File: src/rtl/dr_pkg.sv
package dr_pkg;

    // Two-rail code of one logical bit: {high rail, low rail}
    typedef enum logic [1:0] {
        DR_SPACER = 2'b00,
        DR_ZERO   = 2'b01,
        DR_ONE    = 2'b10,
        DR_ILLEGAL = 2'b11
    } dr_code_e;

    function automatic logic dr_is_data(input logic hi, input logic lo);
        dr_code_e c;
        c = dr_code_e'({hi, lo});
        return (c == DR_ZERO) || (c == DR_ONE);
    endfunction

    function automatic logic dr_is_spacer(input logic hi, input logic lo);
        return dr_code_e'({hi, lo}) == DR_SPACER;
    endfunction

    function automatic logic dr_is_illegal(input logic hi, input logic lo);
        return dr_code_e'({hi, lo}) == DR_ILLEGAL;
    endfunction

endpackage

File: src/rtl/dr_sanitize.sv
// Replaces each illegal two-rail bit by the spacer code and reports it.
module dr_sanitize
    import dr_pkg::*;
#(
    parameter int W = 4
) (
    input  logic [W-1:0] raw_hi,
    input  logic [W-1:0] raw_lo,
    output logic [W-1:0] clean_hi,
    output logic [W-1:0] clean_lo,
    output logic         any_illegal
);

    logic [W-1:0] bad_bit;

    for (genvar i = 0; i < W; i++) begin : g_bit
        always_comb begin
            bad_bit[i]  = dr_is_illegal(raw_hi[i], raw_lo[i]);
            clean_hi[i] = raw_hi[i] & ~bad_bit[i];
            clean_lo[i] = raw_lo[i] & ~bad_bit[i];
        end
    end

    assign any_illegal = |bad_bit;

endmodule

File: src/rtl/dr_gate_bank.sv
// Bitwise two-rail AND, OR and complement.
module dr_gate_bank #(
    parameter int W = 4
) (
    input  logic [W-1:0] a_hi,
    input  logic [W-1:0] a_lo,
    input  logic [W-1:0] b_hi,
    input  logic [W-1:0] b_lo,
    output logic [W-1:0] and_hi,
    output logic [W-1:0] and_lo,
    output logic [W-1:0] or_hi,
    output logic [W-1:0] or_lo,
    output logic [W-1:0] not_hi,
    output logic [W-1:0] not_lo
);

    for (genvar i = 0; i < W; i++) begin : g_bit
        always_comb begin
            // true rail needs both trues, false rail needs either false
            and_hi[i] = a_hi[i] & b_hi[i];
            and_lo[i] = a_lo[i] | b_lo[i];
            // dual of the AND
            or_hi[i]  = a_hi[i] | b_hi[i];
            or_lo[i]  = a_lo[i] & b_lo[i];
            // complement is a rail swap
            not_hi[i] = a_lo[i];
            not_lo[i] = a_hi[i];
        end
    end

endmodule

File: src/rtl/dr_completion.sv
// Classifies N two-rail bits: all data, all spacer, any illegal.
module dr_completion
    import dr_pkg::*;
#(
    parameter int N = 12
) (
    input  logic [N-1:0] hi,
    input  logic [N-1:0] lo,
    output logic         all_data,
    output logic         all_spacer,
    output logic         any_illegal
);

    logic [N-1:0] data_bit;
    logic [N-1:0] spacer_bit;
    logic [N-1:0] bad_bit;

    for (genvar i = 0; i < N; i++) begin : g_bit
        always_comb begin
            data_bit[i]   = dr_is_data(hi[i], lo[i]);
            spacer_bit[i] = dr_is_spacer(hi[i], lo[i]);
            bad_bit[i]    = dr_is_illegal(hi[i], lo[i]);
        end
    end

    assign all_data    = &data_bit;
    assign all_spacer  = &spacer_bit;
    assign any_illegal = |bad_bit;

endmodule

File: src/rtl/dual_rail_eval.sv
module dual_rail_eval
    import dr_pkg::*;
#(
    parameter int W = 4
) (
    input  logic         clk,
    input  logic         rst_n,
    input  logic [W-1:0] a_hi,
    input  logic [W-1:0] a_lo,
    input  logic [W-1:0] b_hi,
    input  logic [W-1:0] b_lo,
    output logic [W-1:0] and_hi,
    output logic [W-1:0] and_lo,
    output logic [W-1:0] or_hi,
    output logic [W-1:0] or_lo,
    output logic [W-1:0] not_hi,
    output logic [W-1:0] not_lo,
    output logic         done,
    output logic         err
);

    localparam int NRES = 3 * W;

    typedef struct packed {
        // stage 1: sampled, cleaned operands
        logic [W-1:0] a_hi;
        logic [W-1:0] a_lo;
        logic [W-1:0] b_hi;
        logic [W-1:0] b_lo;
        logic         in_bad;
        // stage 2: registered results and flags
        logic [W-1:0] and_hi;
        logic [W-1:0] and_lo;
        logic [W-1:0] or_hi;
        logic [W-1:0] or_lo;
        logic [W-1:0] not_hi;
        logic [W-1:0] not_lo;
        logic         done;
        logic         err;
    } eval_state_t;

    eval_state_t st_d, st_q;

    logic [W-1:0] ca_hi, ca_lo, cb_hi, cb_lo;
    logic         bad_a, bad_b;
    logic [W-1:0] g_and_hi, g_and_lo, g_or_hi, g_or_lo, g_not_hi, g_not_lo;
    logic         res_all_data, res_all_spacer, res_bad;

    dr_sanitize #(.W(W)) u_clean_a (
        .raw_hi      (a_hi),
        .raw_lo      (a_lo),
        .clean_hi    (ca_hi),
        .clean_lo    (ca_lo),
        .any_illegal (bad_a)
    );

    dr_sanitize #(.W(W)) u_clean_b (
        .raw_hi      (b_hi),
        .raw_lo      (b_lo),
        .clean_hi    (cb_hi),
        .clean_lo    (cb_lo),
        .any_illegal (bad_b)
    );

    dr_gate_bank #(.W(W)) u_gates (
        .a_hi   (st_q.a_hi),
        .a_lo   (st_q.a_lo),
        .b_hi   (st_q.b_hi),
        .b_lo   (st_q.b_lo),
        .and_hi (g_and_hi),
        .and_lo (g_and_lo),
        .or_hi  (g_or_hi),
        .or_lo  (g_or_lo),
        .not_hi (g_not_hi),
        .not_lo (g_not_lo)
    );

    dr_completion #(.N(NRES)) u_complete (
        .hi          ({g_and_hi, g_or_hi, g_not_hi}),
        .lo          ({g_and_lo, g_or_lo, g_not_lo}),
        .all_data    (res_all_data),
        .all_spacer  (res_all_spacer),
        .any_illegal (res_bad)
    );

    always_comb begin
        st_d = st_q;
        // first register stage holds the sampled operands
        st_d.a_hi   = ca_hi;
        st_d.a_lo   = ca_lo;
        st_d.b_hi   = cb_hi;
        st_d.b_lo   = cb_lo;
        st_d.in_bad = bad_a | bad_b;
        // second stage holds results
        st_d.and_hi = g_and_hi;
        st_d.and_lo = g_and_lo;
        st_d.or_hi  = g_or_hi;
        st_d.or_lo  = g_or_lo;
        st_d.not_hi = g_not_hi;
        st_d.not_lo = g_not_lo;
        // flag travels with the results of the offending sample
        st_d.err    = st_q.in_bad | res_bad;
        // completion with hysteresis
        if (res_all_data) begin
            st_d.done = 1'b1;
        end else if (res_all_spacer) begin
            st_d.done = 1'b0;
        end else begin
            st_d.done = st_q.done;
        end
    end

    // everything clears to spacer on reset
    always_ff @(posedge clk or negedge rst_n) begin
        if (!rst_n) begin
            st_q <= '0;
        end else begin
            st_q <= st_d;
        end
    end

    assign and_hi = st_q.and_hi;
    assign and_lo = st_q.and_lo;
    assign or_hi  = st_q.or_hi;
    assign or_lo  = st_q.or_lo;
    assign not_hi = st_q.not_hi;
    assign not_lo = st_q.not_lo;
    assign done   = st_q.done;
    assign err    = st_q.err;

endmodule

File: config.mk
export PLATFORM = sky130hd
export DESIGN_NAME = dual_rail_eval
export DESIGN_NICKNAME = d
export VERILOG_FILES = /design/src/rtl/dr_pkg.sv /design/src/rtl/dr_sanitize.sv /design/src/rtl/dr_gate_bank.sv /design/src/rtl/dr_completion.sv /design/src/rtl/dual_rail_eval.sv
export SDC_FILE = /design/constraint.sdc
export NUM_CORES = 1
export LEC_CHECK = 0
export ABC_AREA = 1
export ABC_CLOCK_PERIOD_IN_PS = 1280
export BUFFER_PORTS_ARGS = -buffer_cell sky130_fd_sc_hd__buf_2
export CAP_MARGIN = 20
export CORE_MARGIN = 3
export CORE_UTILIZATION = 48
export CTS_CLUSTER_SIZE = 25
export DETAILED_ROUTE_END_ITERATION = 7
export PLACE_DENSITY = 0.83
export SYNTH_ARGS = -nofsm -noshare
export SYNTH_HDL_FRONTEND = slang
export SYNTH_SLANG_ARGS = --single-unit
export TNS_END_PERCENT = 10
File: constraint.sdc
create_clock -name clk -period 1.28 [get_ports clk]
set_clock_uncertainty 0.15 [all_clocks]
set_input_delay 0.256 -clock clk [delete_from_list [all_inputs] [get_ports clk]]
set_output_delay 0.256 -clock clk [all_outputs]
set_load 0.02 [all_outputs]
==> results.md <==
- # diodes: 0
- Worst reg-to-reg setup slack: -0.21 ns
- CTS Sinks: 43
- CP startpoint: st_q[42]$_DFF_PN0_
- Layout Cells excl Fill: 319
- Kind of critical path: flop to flop
- Tot Pwr: 2.83 mW
- All-Layer GR Usage: 0.181
- Violated checks: negative setup slack
- HPWL Detailed: 2660 um
- Maximum buffer depth of the clock tree: 2
- Vias in the first global route: 1521
- Pwr per Cell Area: 1070 nW/um2
- Post-place setup slack: -0.228 ns
- Routed WL: 4230 um
- Syn nets: 232
- Yosys warns: 0
- Chip height: 69.4 um
- Leakage: 1.56 nW
- CP max-delay cell: dfrtp_1
- Most common cell after layout, fill and taps aside: buf_2
- Remaining Overflow, GRT: 0
- Placer Congestion: 0.848
- Worst setup margin: -0.214 ns
- Root Driver: clkbuf_8
- Placed cells: 288
- Status: finished, violations left
- Buf+Inv Stages, Crit Path: 1
- Fillers: 245
- Total CTS buffers: 5
- RR Startpoint: st_q[42]$_DFF_PN0_
- CTS tree: yes
- RSZ-0062 raised after global routing: yes
- Die Area: 4820 um2
- Worst min path class: input pin to flop
- Fin nets: 304
- Slew margin rel.: 0.814
- Hold_sp: b_hi[0]
- Finished Cell Area: 2640 um2
- Detailed Route Iter0 Violations: 27
- Syn_area_per_cell: 9.74 um2
- Sequential element share of the synthesized area: 0.558
- Die X: 69.4 um
- Most frequent cells in the layout: 43 x buf_2, 39 x dfrtp_1, 34 x inv_1, 25 x buf_4, 24 x nand2_1
- Hold WS: 0.00656 ns
- Initial antenna violation count: 0
- Min cycle time layout: 1.49 ns
- #FFs+latches synth: 43
- Clk_lat worst skew: 0.29 ns
- Mean routed wirelength per cell: 13.3 um
- Post-DP Area: 2210 um2
- Cell chain of the critical path: buf_4, ha_1, nor4_4, nand4_1
- Layout cell share with drive strength beyond 1: 0.417
- Core area: 3770 um2
- Maxcap violations: 0
- VDD IR max: 0.574 mV
- CP max FO: 4
- Area added between synthesis and finish: 36.8%
- Clock transition at path regs: 0.07 ns
- Tcrit/Tclk final: 1.17
- Via density: 4.55
- Total number of vias: 1453
- Worst EP required: 1.29 ns
- Final Max Slew Viols: 0
- Max Freq: 670 MHz
- Port Buffers: 43
- Mapped Cells: 198
- Initial DRT Pass Iterations: 4
- Mapped cell area: 1930 um2
- Total negative slack: -0.490 ns
- First-pass GRT wire length: 6670 um
- DRC viols: 0
- I/O Pins: 44
- Fin util: 0.700
- Critical path endpoint category: flop
- Worst Max-Slew Pin Slew: 0.276 ns
- CTS H-tree depth: 2
- Row count: 22
- Starting density of the core: 0.512
- Crit start category: flop
- Delay-heaviest family, CP: flip-flops
- Arrival @ worst endpoint: 1.50 ns
- Pin count of the biggest net entering global routing: 44
- Final Hold Viols: 0
- Post-DRT Antenna Nets: 0
- Synth cell types: 16
- Endpoints failing setup: 3
- Max incr delay on CP: 0.43 ns
cells by family (layout without fill, tap and decap cells):
group / count (synthesis) / after routing / share of synthesized area
flops: 43 / 43 / 0.558
compound gates: 4 / 4 / 0.0123
fa+ha+maj: 16 / 16 / 0.104
buf+inv: 71 / 144 / 0.185
simple gates: 64 / 64 / 0.141
cells in the mapped netlist:
cell type  count  area [um2]
a21oi_1        1        5.00
nand2_1       26        97.6
nor2_2         4        25.0
o22ai_1        3        18.8
nand3b_1       1        7.51
nor4_1         2        12.5
buf_4         24         180
nand3_1        2        10.0
nor2_1        24        90.1
inv_2          4        15.0
dfrtp_1       43        1080
nand4_1        3        18.8
inv_1         43         161
nand2_2        1        6.26
ha_1          16         200
nor3_1         1        5.00
worst paths after layout:
path | endpoint | cells after the start
setup / recovery | err$_DFF_PN0_ | 4
hold / removal | st_q[27]$_DFF_PN0_ | 2
setup reg to reg | err$_DFF_PN0_ | 4
hold reg to reg | not_lo[0]$_DFF_PN0_ | 0
max in group asynchronous | st_q[38]$_DFF_PN0_ | 3
min in group asynchronous | st_q[39]$_DFF_PN0_ | 3
layer usage:
| metal | part of all wire | track usage |
|---|---|---|
| met1 | 0.36 | 0.181 |
| met2 | 0.54 | 0.335 |
| met3 | 0.052 | 0.0435 |
| met4 | 0.038 | 0.106 |
| met5 | 0 | 0 |
cell type report:
type                            instances  area (um2)  area share
Clock buffer                            8         100      0.0379
Inverter                               47         179      0.0678
Multi-Input combinational cell         84         589       0.223
Sequential cell                        43        1080       0.409
Tap cell                               48        60.1      0.0227
Timing Repair Buffer                   89         631       0.239
repair_timing:
item,CTS,global route
pin swaps,5,8
endpoints found under the setup margin,2,5
buffers inserted,3,4
hold buffers,16,0
gates resized for setup,7,28
endpoints found under the hold margin,58,0
flip-flops by register name, indices dropped and copies added, names as in the netlist, 4 cells and up:
name	flops
or_hi	4
or_lo	4
and_hi	4
st_q	17
not_hi	4
and_lo	4
not_lo	4
power by group:
part / switching, mW / internal (mW) / total [mW]
combinational: 0.250 / 0.219 / 0.469
clock: 0.407 / 0.491 / 0.899
sequential: 0.0408 / 1.43 / 1.47
Power figures use the tool's default switching activity.
